--- config.mk ---
export PLATFORM = sky130hd
export DESIGN_NAME = pci_arb4
export DESIGN_NICKNAME = d
export VERILOG_FILES = /design/src/rtl/pci_arb4.sv
export SDC_FILE = /design/constraint.sdc
export NUM_CORES = 1
export LEC_CHECK = 0
export BUFFER_PORTS_ARGS = -buffer_cell sky130_fd_sc_hd__buf_4
export CORE_UTILIZATION = 25
export DETAILED_ROUTE_END_ITERATION = 8
export PLACE_DENSITY = 0.45
export SETUP_SLACK_MARGIN = 0.4
export SYNTH_ARGS = -nofsm -noshare
export SYNTH_HDL_FRONTEND = slang
export SYNTH_SLANG_ARGS = --single-unit
--- constraint.sdc ---
create_clock -name clk -period 4.74 [get_ports clk]
set_clock_uncertainty 0.1 [all_clocks]
set_input_delay 0.474 -clock clk [delete_from_list [all_inputs] [get_ports clk]]
set_output_delay 0.474 -clock clk [all_outputs]
set_load 0.02 [all_outputs]
--- src/rtl/pci_arb4.sv ---
module pci_arb4 #(
  parameter int NREQ    = 4,
  parameter int TIMEOUT = 16
) (
  input  logic            clk,
  input  logic            rst_n,
  input  logic [NREQ-1:0] req_n,
  input  logic            frame_n,
  input  logic            irdy_n,
  output logic [NREQ-1:0] gnt_n
);
  localparam int IW = $clog2(NREQ);
  localparam int CW = $clog2(TIMEOUT);

  logic          gnt_vld, busy;
  logic [IW-1:0] owner, win;
  logic [CW-1:0] cnt;

  wire [NREQ-1:0] req     = ~req_n;
  wire [NREQ-1:0] own_oh  = NREQ'(1) << owner;
  wire [NREQ-1:0] hi_mask = own_oh - NREQ'(1);
  wire            idle    = frame_n & irdy_n;
  wire            expired = cnt == CW'(TIMEOUT - 1);
  wire            yank    = |(req & hi_mask) | ~req[owner] | expired;
  wire            drop    = frame_n & (busy | yank);

  always_comb begin
    win = '0;
    for (int i = NREQ - 1; i >= 0; i--)
      if (req[i]) win = IW'(i);
  end

  always_ff @(posedge clk) begin
    if (!rst_n) begin
      gnt_vld <= 1'b0;
      busy    <= 1'b0;
      owner   <= '0;
      cnt     <= '0;
    end else if (gnt_vld) begin
      if (drop) begin
        gnt_vld <= 1'b0;
        busy    <= 1'b0;
      end else if (!frame_n) begin
        busy <= 1'b1;
      end else begin
        cnt <= cnt + CW'(1);
      end
    end else if (|req && idle) begin
      gnt_vld <= 1'b1;
      owner   <= win;
      cnt     <= '0;
      busy    <= 1'b0;
    end
  end

  assign gnt_n = gnt_vld ? ~own_oh : '1;
endmodule


==> Word-level counts from Yosys, hierarchy flattened <==
Index checks and enable logic that the tools add are counted.
{ "totals": {"reg_bits": 8, "inputBits": 8, "out_inout_bits": 4} }
{ "classes": {"n_addsub": 2, "magnitude_cmp": 1, "n_eq_ne": 4, "n_shift": 1, "n_mux": 18, "bitwise": 10, "reduce_logical": 7} }
{ "ops": {"columns": ["cell", "count"], "rows": [
  ["4-bit 2-to-1 mux", 5],
  ["1-bit 2-to-1 mux", 8],
  ["2-bit 2-to-1 mux", 4],
  ["4-bit NOT", 2],
  ["4-bit OR reduction", 2],
  ["4-bit by 1-bit adder with 4-bit output, second input constant", 1],
  ["4-bit bitwise AND", 1],
  ["4-bit equality test, second input constant", 1],
  ["2-bit != test, second input constant", 2],
  ["2-bit AND reduction", 2],
  ["1-bit by 2-bit left shift with 4-bit output, first input constant", 1],
  ["4-bit by 1-bit subtractor with 4-bit output, second input constant", 1],
  ["2-bit by 3-bit less-than comparator with 1-bit output, second input constant", 1],
  ["3-bit by 2-bit != test with 1-bit output, second input constant", 1],
  ["1-bit OR", 3],
  ["3-bit AND reduction", 1],
  ["1-bit bitwise AND", 2],
  ["1-bit binary-select mux with 2-bit select", 1],
  ["1-bit NOT", 2],
  ["2-bit nonzero test", 1],
  ["1-bit logical AND", 1]
]} }

==> Logic depth before layout (Yosys ltp) <==
{ "depth": {"depth_word": 10, "depth_mapped": 6} }

==> Least setup slack after synthesis <==
No wires, ideal clock.
{ "synth_path": {"path_kind": "input-to-reg", "from": "input req_n[3]", "to": "register cnt[3]", "setup_time_ns": 0.086, "arrival_time_ns": 1.809, "required_time_ns": 4.554, "slack_ns": 2.746, "cell_stages": 5, "path_buffers": 0, "path_cell_list": "nand2b_1 a31o_2 a211o_4 or4_1 a211oi_1"} }
{ "synth_between": {"elab_chain_cells": 10, "word_cells_on_any_way": 15, "cone_classes": "eq/ne: 1; mux: 2; bitwise: 7; reduce/logical: 5"} }
{ "synth_lines": {"columns": ["item", "line", "text"], "rows": [
  ["start: declaration", "7", "input logic [NREQ-1:0] req_n,"],
  ["4-bit NOT (*)", "19", "wire [NREQ-1:0] req = ~req_n;"],
  ["1-bit binary-select mux with 2-bit select", "24", "wire yank = |(req & hi_mask) | ~req[owner] | expired;"],
  ["1-bit 2-to-1 mux (implied by the code)", "24", null],
  ["1-bit NOT", "24", null],
  ["1-bit OR (2 in series)", "24", null],
  ["1-bit OR", "25", "wire drop = frame_n & (busy | yank);"],
  ["1-bit bitwise AND", "25", null],
  ["2-bit != test (no source line)", null, null],
  ["3-bit AND reduction (no source line) (*)", null, null],
  ["end signal: assignment", "46", "cnt <= cnt + CW'(1);"],
  ["end: declaration", "17", "logic [CW-1:0] cnt;"]
]} }
Mark *: on every way between the ends. The rest lies on a longest branch, timed or not. The select of a mux whose other input is x is not followed.
A chain may end at the register's enable or synchronous reset.

==> Worst setup path after layout <==
{ "layout_path": {"from": "register cnt[0]", "to": "register cnt[3]"} }
{ "layout_between": {"elab_chain_cells": 6, "word_cells_on_any_way": 10, "cone_classes": "add/sub: 1; eq/ne: 2; mux: 3; bitwise: 3; reduce/logical: 1"} }
{ "layout_lines": {"columns": ["item", "line", "text"], "rows": [
  ["4-bit equality test", "23", "wire expired = cnt == CW'(TIMEOUT - 1);"],
  ["1-bit OR", "24", null],
  ["1-bit OR", "25", null],
  ["1-bit bitwise AND", "25", null],
  ["2-bit != test (no source line)", null, null],
  ["3-bit AND reduction (no source line)", null, null]
]} }
Several ways; a longest one is shown, not always the timed one. The select of a mux whose other input is x is not followed.

==> flow_summary_export.csv <==
group,metric,value,unit
placed_design,dp_hpwl,844,um
logic_synthesis,ys_types,27,
grt,grt_antenna_before_repair,0,
logic_synthesis,yosysTopAreaCellShare,32.7,%
worst_setup_path,cp_slowest_cell,"or4_1",
floorplanning,row_count,15,
pwr,ir_drop,68.7,uV
logic_synthesis,ys_async_sr_fraction,0,%
cells_and_area,fin_nets,83,
cells_and_area,antennaDiodeCount,0,
logic_synthesis,syn_area_per_cell,8.15,um^2
routing,vias,468,
cts,h-tree-depth,1,
sta,hold_violations,0,
worst_setup_path,slowest_delay,0.47,ns
sta,fmaxAchievable,490,MHz
cts,cts.sinks,8,
flow_run,drv_cap,0,
sta,rsz0062_at_grt,"false",
pwr,p_clk_share,35.0,%
cells_and_area,fillers,195,
logic_synthesis,ys_seq_elements,8,
grt,overflow,0,
sta,drv_slew,0,
cells_and_area,syn2layout_area_growth,24.8,%
worst_setup_path,r2r-end,"cnt[3]",
sta,setup_viol,0,
cells_and_area,layout.cells.non_filler,97,
logic_synthesis,netlist_instances,60,
routing,avgViaCountPerCell,4.82,
grt,grt_max_degree,12,
cts,clockBufferDepth,2,
routing,dr.pass1.iters,3,
routing,wl_per_cell,11.6,um
pwr,power,0.149,mW
floorplanning,core,1780,um^2
floorplanning,ios,12,
placed_design,numPortBuffers,11,
worst_setup_path,ff2ff_path_depth,5,
logic_synthesis,synth_edf_count,0,
routing,drt_iter0_drc,7,
sta,holdWs,0.388,ns
hold_path,min_from,"rst_n",
worst_setup_path,rr_startpoint,"cnt[0]",
hold_path,hold_class,"in -> reg",
logic_synthesis,synthXorXnorAreaFrac,0,%
run_status,status,"finished clean",
logic_synthesis,synth_top_family_by_area,"simple AND/OR/NAND/NOR gates",
logic_synthesis,syn_area,489,um^2
logic_synthesis,yosys.area_share.adder,2.56,%
cts,cts_made_buffers,3,
logic_synthesis,synth_nets,69,
cts,clock_latency,0.25,ns
cts,holdBufCountCts,0,
floorplanning,die_h,46.2,um
pwr,swShare,26.6,%
pwr,seqPwrFrac,48.7,%
worst_setup_path,path_max_fanout,9,
pwr,switchingPower,0.0395,mW
logic_synthesis,synth_simple_gate_area_share,29.4,%
sta,max_slew_margin,63.2,%
grt,grt_pass1_wl,1840,um
cts,cts_root_buf,"clkbuf_4",
pwr,powerDensity,243,nW/um^2
logic_synthesis,synth.most_common_cell,"dfxtp_1",
logic_synthesis,yosysTopAreaCell,"dfxtp_1",
sta,setup_tns,0,ns
sta,min_period,2.04,ns
worst_setup_path,setup.worst_path.class,"reg -> reg",
pwr,p_comb_share,16.3,%
floorplanning,start_util,27.4,%
cts,postCtsSetupBuffers,0,
floorplanning,die-area,2140,um^2
logic_synthesis,ys.warnings.count,0,
grt,grtUsageTotal,12.9,%
logic_synthesis,synth_compound_area_share,28.4,%
hold_path,whs_path_depth,3,
worst_setup_path,start_kind,"register",
cts,path_clk_slew,0.06,ns
placed_design,place.gp.congestion,0.728,
worst_setup_path,path_cells,"ha_1 -> a32o_1 -> a211o_4 -> or4_1 -> a211oi_1",
logic_synthesis,synth-seq-area-share,32.7,%
cts,cts_tree,"yes",
routing,drt_wl_total,1130,um
worst_setup_path,cp_data_required_time,4.81,ns
worst_setup_path,r2r_setup_slack,2.70,ns
grt,grt_pass1_vias,407,
worst_setup_path,path_delay_family,"compound AO/OA/AOI/OAI gates",
pwr,p_int,0.109,mW
placed_design,dp.cells,94,
sta,worstMarginPinSlew,0.539,ns
pwr,power_leakage,0.218,nW
hold_path,hold_end,"gnt_vld",
logic_synthesis,synthMuxAreaShare,0,%
cts,cts_resized,0,
logic_synthesis,ys_top_cells_by_area,"dfxtp_1 (33%), a21oi_1 (7.2%), nand2_1 (4.6%)",
logic_synthesis,synth-main-ff-cell,"dfxtp_1",
worst_setup_path,end_kind,"register",
routing,ant_nets,0,
sta,min_period_over_period,43.1,%
worst_setup_path,critPathBufInv,0,
logic_synthesis,synth_commonest_cells,"dfxtp_1 (8), a21oi_1 (7), nand2_1 (6)",
worst_setup_path,arrival,2.11,ns
floorplanning,die_w,46.2,um
routing,drc_errors,0,
cells_and_area,drive_above_1_share,25.0,%
-- worst max path at each step --
stage	start	end	slack, ns	depth (start not counted)
floorplan	req_n[3]	cnt[3]	2.75	5
global route	cnt[0]	cnt[3]	2.63	5
global placement	req_n[3]	cnt[3]	2.59	6
detailed placement	req_n[3]	cnt[3]	2.56	6
finish	cnt[0]	cnt[3]	2.70	5
CTS	cnt[0]	cnt[3]	2.69	5
-- tightest hold or removal path: stages --
cell	delay, ns
buf_4	0.11
o21ai_0	0.07
a21oi_1	0.04
-- sequential cells by signal, indices dropped and copies added (netlist names) --
| name | cells |
|---|---|
| owner | 2 |
| cnt | 4 |
| busy | 1 |
| gnt_vld | 1 |
-- per-stage QoR --
stage	area, um^2	worst slack [ns]	util, %
floorplan	489	2.75	-
global placement	588	2.59	33.0
detailed placement	588	2.56	33.0
CTS	611	2.69	34.2
global route	611	2.63	34.2
finish	611	2.70	34.2
-- layout make-up --
type | count | area (um^2) | share of cell area [%]
Tap cell | 25 | 31.3 | 5.12
Timing Repair Buffer | 11 | 82.6 | 13.5
Sequential cell | 8 | 160 | 26.2
Inverter | 5 | 18.8 | 3.07
Multi-Input combinational cell | 45 | 295 | 48.4
Clock buffer | 3 | 22.5 | 3.69
-- power by group through the flow --
stage | registers [mW] | clock network (mW) | logic, mW
final | 0.0724 | 0.0520 | 0.0243
after CTS | 0.0723 | 0.0560 | 0.0243
after global placement | 0.0739 | 0 | 0.0242
after floorplan | 0.0716 | 0 | 0.0162
after global routing | 0.0727 | 0.0619 | 0.0269
after detailed placement | 0.0738 | 0 | 0.0240
-- metal layers --
layer  global-route usage [%]  vias to the layer above  routed length, um
met3                     3.53                        2                 35
met2                     16.6                       11                444
met5                        0                        -                  0
li1                         -                      249                  -
met4                     10.6                        0                 17
met1                     17.5                      206                629
-- kinds of logic (layout without fill, tap and decap cells) --
group                    Yosys count  after routing
flip-flops                         8              8
buffers and inverters              7             19
AND/OR/NAND/NOR                   25             25
AO/OA/AOI/OAI                     19             19
adder cells (fa/ha/maj)            1              1
-- cells in the final DEF (no fill, tap or decap), types with 3 or more instances in the layout --
cell type and count:
buf_4 11, dfxtp_1 8, a21oi_1 7, nand2_1 6, inv_1 5, nand3_1 3, nor2_1 3, clkbuf_4 3
Power figures use the tool's default switching activity.
